==> config.mk <==
export PLATFORM = sky130hd
export DESIGN_NAME = lsb_mask_unit
export DESIGN_NICKNAME = d
export VERILOG_FILES = /design/src/rtl/lsb_mask_unit.sv
export SDC_FILE = /design/constraint.sdc
export NUM_CORES = 1
export LEC_CHECK = 0
export BUFFER_PORTS_ARGS = -buffer_cell sky130_fd_sc_hd__buf_4
export CAP_MARGIN = 10
export CORE_MARGIN = 4
export CORE_UTILIZATION = 46
export CTS_CLUSTER_SIZE = 40
export DETAILED_ROUTE_END_ITERATION = 12
export HOLD_SLACK_MARGIN = 0.05
export PLACE_DENSITY_LB_ADDON = 0.12
export SLEW_MARGIN = 5
export SYNTH_ARGS = -nofsm -noshare
export SYNTH_HDL_FRONTEND = slang
export SYNTH_SLANG_ARGS = --single-unit
==> constraint.sdc <==
create_clock -name clk -period 8.1 [get_ports clk]
set_clock_uncertainty 0.15 [all_clocks]
set_input_delay 1.62 -clock clk [delete_from_list [all_inputs] [get_ports clk]]
set_output_delay 1.62 -clock clk [all_outputs]
set_load 0.02 [all_outputs]
==> src/rtl/lsb_mask_unit.sv <==
module lsb_mask_unit #(
  parameter int XLEN = 64
) (
  input  logic            clk,
  input  logic            rst_n,
  input  logic            issue,
  input  logic [XLEN-1:0] src,
  input  logic [1:0]      cpu_mode,
  input  logic            op_l,
  input  logic            op_w,
  output logic [XLEN-1:0] dst_data,
  output logic            dst_we,
  output logic            flg_sign,
  output logic            flg_zero,
  output logic            flg_carry,
  output logic            flg_ovf,
  output logic            flg_valid,
  output logic [3:0]      flg_mask,
  output logic            ud_fault
);
  localparam int HALF = XLEN / 2;
  localparam logic [1:0] M_REAL = 2'd0;
  localparam logic [1:0] M_V86  = 2'd1;
  localparam logic [1:0] M_LONG = 2'd3;

  logic            wide, bad, good, src_zero, sign_c;
  logic [XLEN-1:0] src_act, mask_all, result;

  assign wide     = (cpu_mode == M_LONG) && op_w;
  assign bad      = op_l || (cpu_mode == M_REAL) || (cpu_mode == M_V86);
  assign good     = issue && !bad;
  assign src_act  = wide ? src : {{HALF{1'b0}}, src[HALF-1:0]};
  assign mask_all = (src_act - 1'b1) ^ src_act;
  assign result   = wide ? mask_all : {{HALF{1'b0}}, mask_all[HALF-1:0]};
  assign src_zero = (src_act == '0);
  assign sign_c   = wide ? result[XLEN-1] : result[HALF-1];

  always_ff @(posedge clk) begin
    if (!rst_n) begin
      dst_data  <= '0;
      dst_we    <= 1'b0;
      flg_sign  <= 1'b0;
      flg_carry <= 1'b0;
      flg_valid <= 1'b0;
      ud_fault  <= 1'b0;
    end else begin
      dst_data  <= good ? result : '0;
      dst_we    <= good;
      flg_sign  <= good && sign_c;
      flg_carry <= good && src_zero;
      flg_valid <= good;
      ud_fault  <= issue && bad;
    end
  end

  assign flg_zero = 1'b0;
  assign flg_ovf  = 1'b0;
  assign flg_mask = {4{flg_valid}};

  p_mask_shape_r1: assert property (@(posedge clk) disable iff (!rst_n)
    dst_we |-> (dst_data != '0) && ((dst_data & (dst_data + 1'b1)) == '0));

  p_carry_r2: assert property (@(posedge clk) disable iff (!rst_n)
    flg_valid |-> flg_carry == ($past(wide) ? ($past(src) == '0)
                                            : ($past(src[HALF-1:0]) == '0)));

  p_sign_r3: assert property (@(posedge clk) disable iff (!rst_n)
    flg_valid |-> flg_sign == ($past(wide) ? dst_data[XLEN-1] : dst_data[HALF-1]));

  p_flags_clear_r4: assert property (@(posedge clk) disable iff (!rst_n)
    flg_valid |-> !flg_zero && !flg_ovf);

  p_len_fault_r6: assert property (@(posedge clk) disable iff (!rst_n)
    issue && op_l |=> ud_fault);

  p_mode_fault_r7: assert property (@(posedge clk) disable iff (!rst_n)
    issue && (cpu_mode == M_REAL || cpu_mode == M_V86) |=> ud_fault);

  p_fault_quiet_r8: assert property (@(posedge clk) disable iff (!rst_n)
    ud_fault |-> !dst_we && !flg_valid && dst_data == '0);

  p_upper_zero_r9: assert property (@(posedge clk) disable iff (!rst_n)
    dst_we && !$past(wide) |-> dst_data[XLEN-1:HALF] == '0);

  p_idle_r11: assert property (@(posedge clk) disable iff (!rst_n)
    !issue |=> !dst_we && !flg_valid && !ud_fault);
endmodule

==> results of run 1 <==
==> cell usage in the layout, fill, tap and decap left out, types with 2 or more instances in the layout <==
| cell type | Yosys | layout |
|---|---|---|
| sky130_fd_sc_hd__a21oi_1 | 12 | 12 |
| sky130_fd_sc_hd__a21oi_2 | 4 | 4 |
| sky130_fd_sc_hd__a31oi_1 | 3 | 3 |
| sky130_fd_sc_hd__and2_1 | 2 | 2 |
| sky130_fd_sc_hd__and4b_1 | 2 | 2 |
| sky130_fd_sc_hd__buf_4 | 7 | 143 |
| sky130_fd_sc_hd__bufinv_16 | 0 | 2 |
| sky130_fd_sc_hd__clkbuf_8 | 0 | 11 |
| sky130_fd_sc_hd__clkinvlp_4 | 0 | 2 |
| sky130_fd_sc_hd__conb_1 | 1 | 2 |
| sky130_fd_sc_hd__dfxtp_1 | 68 | 68 |
| sky130_fd_sc_hd__inv_1 | 11 | 11 |
| sky130_fd_sc_hd__nand2_1 | 12 | 12 |
| sky130_fd_sc_hd__nand3_1 | 10 | 10 |
| sky130_fd_sc_hd__nand4_1 | 5 | 5 |
| sky130_fd_sc_hd__nor2_1 | 43 | 43 |
| sky130_fd_sc_hd__nor2_2 | 2 | 2 |
| sky130_fd_sc_hd__nor3_1 | 18 | 18 |
| sky130_fd_sc_hd__nor3b_1 | 4 | 4 |
| sky130_fd_sc_hd__nor4_1 | 12 | 12 |
| sky130_fd_sc_hd__nor4_2 | 2 | 2 |
| sky130_fd_sc_hd__or2_2 | 6 | 6 |
| sky130_fd_sc_hd__or3_1 | 14 | 14 |
| sky130_fd_sc_hd__or4_1 | 5 | 5 |
==> layer usage <==
layer,wire length (um),up-vias,GRT usage
met3,739,17,0.07287
met4,178,0,0.1098
met5,0,-,0
met1,2497,1117,0.2302
met2,3703,113,0.4015
li1,-,1189,-
==> final timing paths <==
kind	end	slack [ps]	depth (start not counted)
worst max-delay path	dst_data[36]	4440	6
worst min-delay path	dst_data[9]	1290	2
==> registers in the layout, indices dropped and copies added, names as in the netlist <==
signal / flops
flg_sign: 1
flg_carry: 1
flg_valid: 1
ud_fault: 1
dst_data: 64
==> power groups by stage <==
stage / logic [mW] / clock network (mW) / registers [mW]
floorplan: 0.0157 / 0 / 0.344
global placement: 0.0515 / 0 / 0.343
detailed placement: 0.0526 / 0 / 0.343
finish: 0.0529 / 0.317 / 0.335
global route: 0.0575 / 0.334 / 0.335
CTS: 0.0528 / 0.321 / 0.335
==> through the flow <==
step | area (um^2) | std cells
2_1_floorplan | 2425 | 261
3_3_place_gp | 3511 | 463
3_5_place_dp | 3511 | 463
4_1_cts | 3746 | 479
5_1_grt | 3746 | 479
6_report | 3746 | 479
==> kinds of logic (layout without fill, tap and decap cells) <==
family / Yosys count / count (layout)
other: 1 / 2
XOR/XNOR: 1 / 1
adder cells (fa/ha/maj): 1 / 1
flip-flops: 68 / 68
AND/OR/NAND/NOR: 142 / 142
AO/OA/AOI/OAI: 24 / 24
buffers and inverters: 23 / 171
==> layout make-up <==
type	count	area [um^2]
Timing Repair Buffer	143	1074
Fill cell	410	1361
Multi-Input combinational cell	170	943.4
Sequential cell	68	1361
Tap cell	70	87.58
Inverter	12	45.04
Clock inverter	5	83.83
Clock buffer	11	151.4
==> worst max-delay path, cell delays in order <==
cell and delay, ps:
sky130_fd_sc_hd__buf_4 110, sky130_fd_sc_hd__or3_1 450, sky130_fd_sc_hd__or4b_4 550, sky130_fd_sc_hd__or3_4 420, sky130_fd_sc_hd__or3_1 480, sky130_fd_sc_hd__a21oi_2 160
==> reports/results.md, run 1 <==
| Step | Result | This run |
| --- | --- | --- |
| run | Max Cap Violations | 0 |
| clock network | CTS H-Tree Depth | 3 |
| setup path | CP startpoint | src[4] |
| clock network | Number of buffers inserted during clock tree synthesis | 9 |
| logic synthesis | Largest family of logic cells by synthesized area | simple AND/OR/NAND/NOR gates |
| clock network | Buffer cell driving the clock tree root | sky130_fd_sc_hd__clkbuf_8 |
| detailed routing | DR DRC count | 0 |
| pwr | Power share of the clock group | 0.450 |
| worst hold path | Min-Delay Path Class | primary input to register |
| logic synthesis | Top post-synthesis cells by count | sky130_fd_sc_hd__dfxtp_1 (68), sky130_fd_sc_hd__nor2_1 (43), sky130_fd_sc_hd__nor3_1 (18) |
| sta | Max-slew violation count | 0 |
| pwr | Leakage power total | 1.714 nW |
| outcome | Outcome | completed |
| grt | Pin count of the biggest net entering global routing | 14 |
| finish | Layout cells sized above 1 | 0.4303 |
| grt | GRT Residual Overflow | 0 |
| clock network | Clock sink count | 68 |
| logic synthesis | Number of different library cells in the post-synthesis netlist | 37 |
| grt | Antenna violations before repair | 0 |
| floorplan | IO Count | 146 |
| grt | Vias in the first global route | 2417 |
| clock network | Hold bufs inserted after CTS | 0 |
| sta | Worst-case setup margin in the final layout | 4440 ps |
| detailed routing | Antenna-violating nets left | 0 |
| finish | Diode count | 0 |
| pwr | Switching part of the total | 0.2147 |
| logic synthesis | Proportion of synthesized chip area in sequential cells | 0.5623 |
| place | Worst Setup Slack post-DPL | 4081 ps |
| detailed routing | Routed Wire Length | 7119 um |
| setup path | Worst setup path class | primary input to register |
| grt | Global-route wire length before repair | 11050 um |
| sta | Final hold violation count | 0 |
| floorplan | Overall die area | 6488 um^2 |
| logic synthesis | Complex-gate fraction of the synthesized area | 0.06202 |
| floorplan | Starting utilization of the core area | 0.4740 |
| pwr | Worst voltage drop across the vdd grid | 0.1302 mV |
| clock network | Clock transition at path regs | 70 ps |
| sta | RSZ-0062 raised after global routing | no |
| detailed routing | Starting DRT DRC Count | 127 |
| logic synthesis | Adder-cell area share of the yosys netlist | 0.005168 |
| detailed routing | Routed via count divided by cell count | 5.086 |
| pwr | Post-layout power | 0.7055 mW |
| logic synthesis | Average cell area after synthesis | 9.312 um^2 |
| logic synthesis | Simple logic cell fraction of the synthesized area | 0.3158 |
| sta | Setup tns final | 0 ps |
| place | Post-detail-place hpwl | 5827 um |
| logic synthesis | Share of the synthesized netlist area taken by xor and xnor gates | 0.003618 |
| detailed routing | Wire length per cell | 14.86 um |
| logic synthesis | Top area cells in the synthesized netlist | sky130_fd_sc_hd__dfxtp_1 (56%), sky130_fd_sc_hd__nor2_1 (6.7%), sky130_fd_sc_hd__nor3_1 (3.7%) |
| clock network | Quantity of gates resized following cts | 0 |
| detailed routing | First-pass DRT Iterations | 5 |
| pwr | Net switching power figure | 0.1515 mW |
| logic synthesis | Post-synthesis instance area | 2421 um^2 |
| logic synthesis | Post-synth EDFFs | 0 |
| logic synthesis | Leading area contributor after synthesis | sky130_fd_sc_hd__dfxtp_1 |
| setup path | Sort of element at the start of the critical path | primary input |
| sta | Rel. slew slack | 0.5398 |
| pwr | Internal power | 0.5541 mW |
| sta | Final setup vio count | 0 |
| clock network | Setup repair bufs after CTS | 0 |
| place | Weighted congestion at the end of routability-driven global placement | 0.9378 |
| sta | Tightest Pin Transition | 685.0 ps |
| pwr | Power density over cell area | 188.3 nW/um^2 |
| floorplan | Number of placement rows | 26 |
| setup path | Data arrival time of the critical path | 3780 ps |
| finish | Core Util, Final | 0.7335 |
| logic synthesis | Post-synth top area share | 0.5623 |
| floorplan | Chip Width | 80.55 um |
| finish | Layout overhead on the synthesized area | 54.73% |
| logic synthesis | Cell with the most instances after synthesis | sky130_fd_sc_hd__dfxtp_1 |
| floorplan | Height of the die | 80.55 um |
| grt | All-Layer GR Usage | 0.2231 |
| detailed routing | Via count | 2436 |
| logic synthesis | Fraction of registers with async set/reset | 0 |
| sta | Fin Hold WS | 1292 ps |
| logic synthesis | Count of mapped cells out of synthesis | 260 |
| logic synthesis | Count of state elements after synthesis | 68 |
| sta | Time the worst path needs with I/O delays and setup | 3660 ps |
| pwr | Comb pwr share | 0.075 |
| logic synthesis | Post-synth top flop | sky130_fd_sc_hd__dfxtp_1 |
| pwr | Sequential group share of total power | 0.475 |
| sta | Maximum clock rate | 273.2 MHz |
| setup path | Critical Path End Type | register |
| logic synthesis | Share of synthesized area spent on multiplexers | 0 |
| logic synthesis | Yosys warning total | 0 |
| setup path | Max FO, Critical Path | 6 |
| floorplan | Core footprint | 5107 um^2 |
| setup path | Critical path data required time | 8220 ps |
| clock network | Buffers from clock root to sink, at most | 2 |
| sta | Fin crit share | 0.4518 |
| clock network | CTS tree | done |
| worst hold path | Launch instance of the worst min-delay path | src[7] |
| finish | # nets final | 476 |
| place | I/O Buffers | 143 |
Note: power is estimated with default switching activity, not from simulation.
==> run 2, diff against run 1 <==
--- a/config.mk
+++ b/config.mk
@@ -8,7 +8,7 @@
 export BUFFER_PORTS_ARGS = -buffer_cell sky130_fd_sc_hd__buf_4
 export CAP_MARGIN = 10
 export CORE_MARGIN = 4
-export CORE_UTILIZATION = 46
+export CORE_UTILIZATION = 38
 export CTS_CLUSTER_SIZE = 40
 export DETAILED_ROUTE_END_ITERATION = 12
 export HOLD_SLACK_MARGIN = 0.05
==> constraint.sdc (replaced) <==
create_clock -name clk -period 3.3 [get_ports clk]
set_clock_uncertainty 0.15 [all_clocks]
set_input_delay 0.66 -clock clk [delete_from_list [all_inputs] [get_ports clk]]
set_output_delay 0.66 -clock clk [all_outputs]
set_load 0.02 [all_outputs]
==> run 2 against run 1 <==
Effect of this change: sequential power increased by 150%; global-route usage decreased by 3.8 points; setup slack got worse by 3800 ps; non-clock buffer count increased by 4; largest cell class unchanged; clock power increased to 2.7 times the previous value; critical path depth unchanged; design area increased by 1.6%; sequential cell count unchanged; core utilization decreased by 11 points; combinational power increased by 150%; hold slack got worse by 970 ps; critical path type unchanged; power increased to 2.6 times the previous value.
==> reports/results.md, run 2 (synthesized netlist as in run 1, its figures left out) <==
| Step | Result | This run |
| --- | --- | --- |
| detailed routing | Via count | 2448 |
| sta | Time the worst path needs with I/O delays and setup | 2700 ps |
| clock network | Clock transition at path regs | 80 ps |
| grt | Pin count of the biggest net entering global routing | 14 |
| setup path | Highest-delay cell along the critical path | sky130_fd_sc_hd__or4b_4 |
| clock network | CTS tree | done |
| floorplan | Height of the die | 87.82 um |
| detailed routing | Wire length on met1 | 2863 um |
| clock network | Hold bufs inserted after CTS | 0 |
| sta | Final setup vio count | 0 |
| clock network | Buffer cell driving the clock tree root | sky130_fd_sc_hd__clkbuf_8 |
| sta | RSZ-0062 raised after global routing | no |
| place | I/O Buffers | 143 |
| setup path | Critical path's largest stage delay | 590 ps |
| worst hold path | Capture endpoint of the worst hold path | dst_data[9] |
| clock network | Clock sink count | 68 |
| sta | Tightest Pin Transition | 610.3 ps |
| pwr | Worst voltage drop across the vdd grid | 0.3416 mV |
| setup path | Sort of element at the start of the critical path | primary input |
| detailed routing | Wire length per cell | 14.86 um |
| floorplan | Overall die area | 7712 um^2 |
| clock network | Quantity of gates resized following cts | 0 |
| outcome | Outcome | completed |
| grt | Vias in the first global route | 2313 |
| place | Post-detail-place hpwl | 5957 um |
| detailed routing | First-pass DRT Iterations | 4 |
| pwr | Leakage power total | 1.748 nW |
| finish | Diode count | 0 |
| sta | Setup tns final | 0 ps |
| detailed routing | DR DRC count | 0 |
| sta | Fin Hold WS | 324.6 ps |
| finish | # nets final | 480 |
| place | Total cell area at the placement stage | 3547 um^2 |
| sta | Maximum clock rate | 370.3 MHz |
| clock network | Setup repair bufs after CTS | 0 |
| finish | Most frequent cells in the layout | sky130_fd_sc_hd__buf_4 (147), sky130_fd_sc_hd__dfxtp_1 (68), sky130_fd_sc_hd__nor2_1 (43) |
| setup path | Max FO, Critical Path | 6 |
| grt | Global-route wire length before repair | 10820 um |
| place | Weighted congestion at the end of routability-driven global placement | 0.8994 |
| setup path | Critical path data required time | 3420 ps |
| detailed routing | Starting DRT DRC Count | 75 |
| floorplan | Number of placement rows | 28 |
| setup path | Worst-path cell chain | buf_4, or3_1, or4b_4, or3_4, or3_1, a21oi_2 |
| sta | Fin crit share | 0.8183 |
| sta | Rel. slew slack | 0.5894 |
| detailed routing | Highest signal layer in the routed design | met4 |
| worst hold path | Min-Delay Path Class | primary input to register |
| grt | GRT Residual Overflow | 0 |
| finish | Largest register by flop count | dst_data |
| clock network | Buffers from clock root to sink, at most | 2 |
| pwr | Post-layout power | 1.819 mW |
| grt | Antenna violations before repair | 0 |
| detailed routing | Routed Wire Length | 7253 um |
| finish | Number of filler cells placed in the layout | 555 |
| clock network | Number of buffers inserted during clock tree synthesis | 9 |
| sta | Final hold violation count | 0 |
| floorplan | Chip Width | 87.82 um |
| floorplan | Core footprint | 6061 um^2 |
| floorplan | Starting utilization of the core area | 0.3995 |
| setup path | Critical Path End Type | register |
| detailed routing | Routed length on met3 | 977 um |
| setup path | Data arrival time of the critical path | 2820 ps |
| finish | Final Cell Area | 3805 um^2 |
| pwr | Power density over cell area | 478.2 nW/um^2 |
| finish | Leading cell type in the layout, fill and taps excluded | sky130_fd_sc_hd__buf_4 |
| finish | Layout overhead on the synthesized area | 57.16% |
| worst hold path | Number of stages on the worst hold path | 2 |
| detailed routing | Routed met2 length | 3329 um |
| sta | Max-slew violation count | 0 |
| run | Max Cap Violations | 0 |
| detailed routing | Antenna-violating nets left | 0 |
| setup path | Worst setup path class | primary input to register |
| floorplan | IO Count | 146 |
| detailed routing | Routed via count divided by cell count | 5.016 |
| grt | All-Layer GR Usage | 0.1853 |
| finish | Flip-flop count of the largest register after layout | 64 |
| clock network | CTS H-Tree Depth | 3 |
| worst hold path | Launch instance of the worst min-delay path | src[8] |
| finish | Layout cells sized above 1 | 0.4358 |
| setup path | Library cell appearing most often on the critical path | sky130_fd_sc_hd__or3_1 |
-- run 2: metrics by stage --
stage               cells  setup slack [ps]  utilization
finish                488             599.6       0.6278
global route          488             500.5       0.6278
CTS                   488             616.7       0.6278
global placement      472             278.3       0.5853
detailed placement    472             254.4       0.5853
floorplan             261             521.3            -
-- run 2: how the worst max path moves through the flow --
stage | slack (ps) | startpoint | endpoint | cells past startpoint
3_3_place_gp | 280 | src[6] | dst_data[52] | 6
2_1_floorplan | 520 | src[6] | dst_data[52] | 6
4_1_cts | 620 | src[6] | dst_data[52] | 6
6_report | 600 | src[6] | dst_data[52] | 6
5_1_grt | 500 | src[50] | flg_carry | 6
3_5_place_dp | 250 | src[6] | dst_data[36] | 6
-- run 2: final cells by class --
class | instances | area, um^2 | share of cell area
clock buffers | 11 | 151.4 | 0.03979
multi-input cells | 170 | 943.4 | 0.2479
repair buffers | 147 | 1104 | 0.2900
inverters | 12 | 45.04 | 0.01184
clock inverters | 5 | 106.4 | 0.02795
well taps | 75 | 93.84 | 0.02466
flip-flops and latches | 68 | 1361 | 0.3578
-- run 2: report_power, final --
| part | internal (mW) | total (mW) | switching [mW] |
|---|---|---|---|
| Sequential | 0.822 | 0.823 | 0.000801 |
| Combinational | 0.0715 | 0.130 | 0.0590 |
| Clock | 0.546 | 0.866 | 0.320 |
-- run 2: per-layer routing --
metal,global-route usage,vias up
met2,0.2952,118
met4,0.06276,0
met1,0.2159,1119
li1,-,1204
met5,0,-
met3,0.09407,7
-- run 2: worst max-delay path: cells and delay by family --
family / cells / cell delay [ps]
compound gates: 1 / 150
simple gates: 4 / 1900
buf+inv: 1 / 110
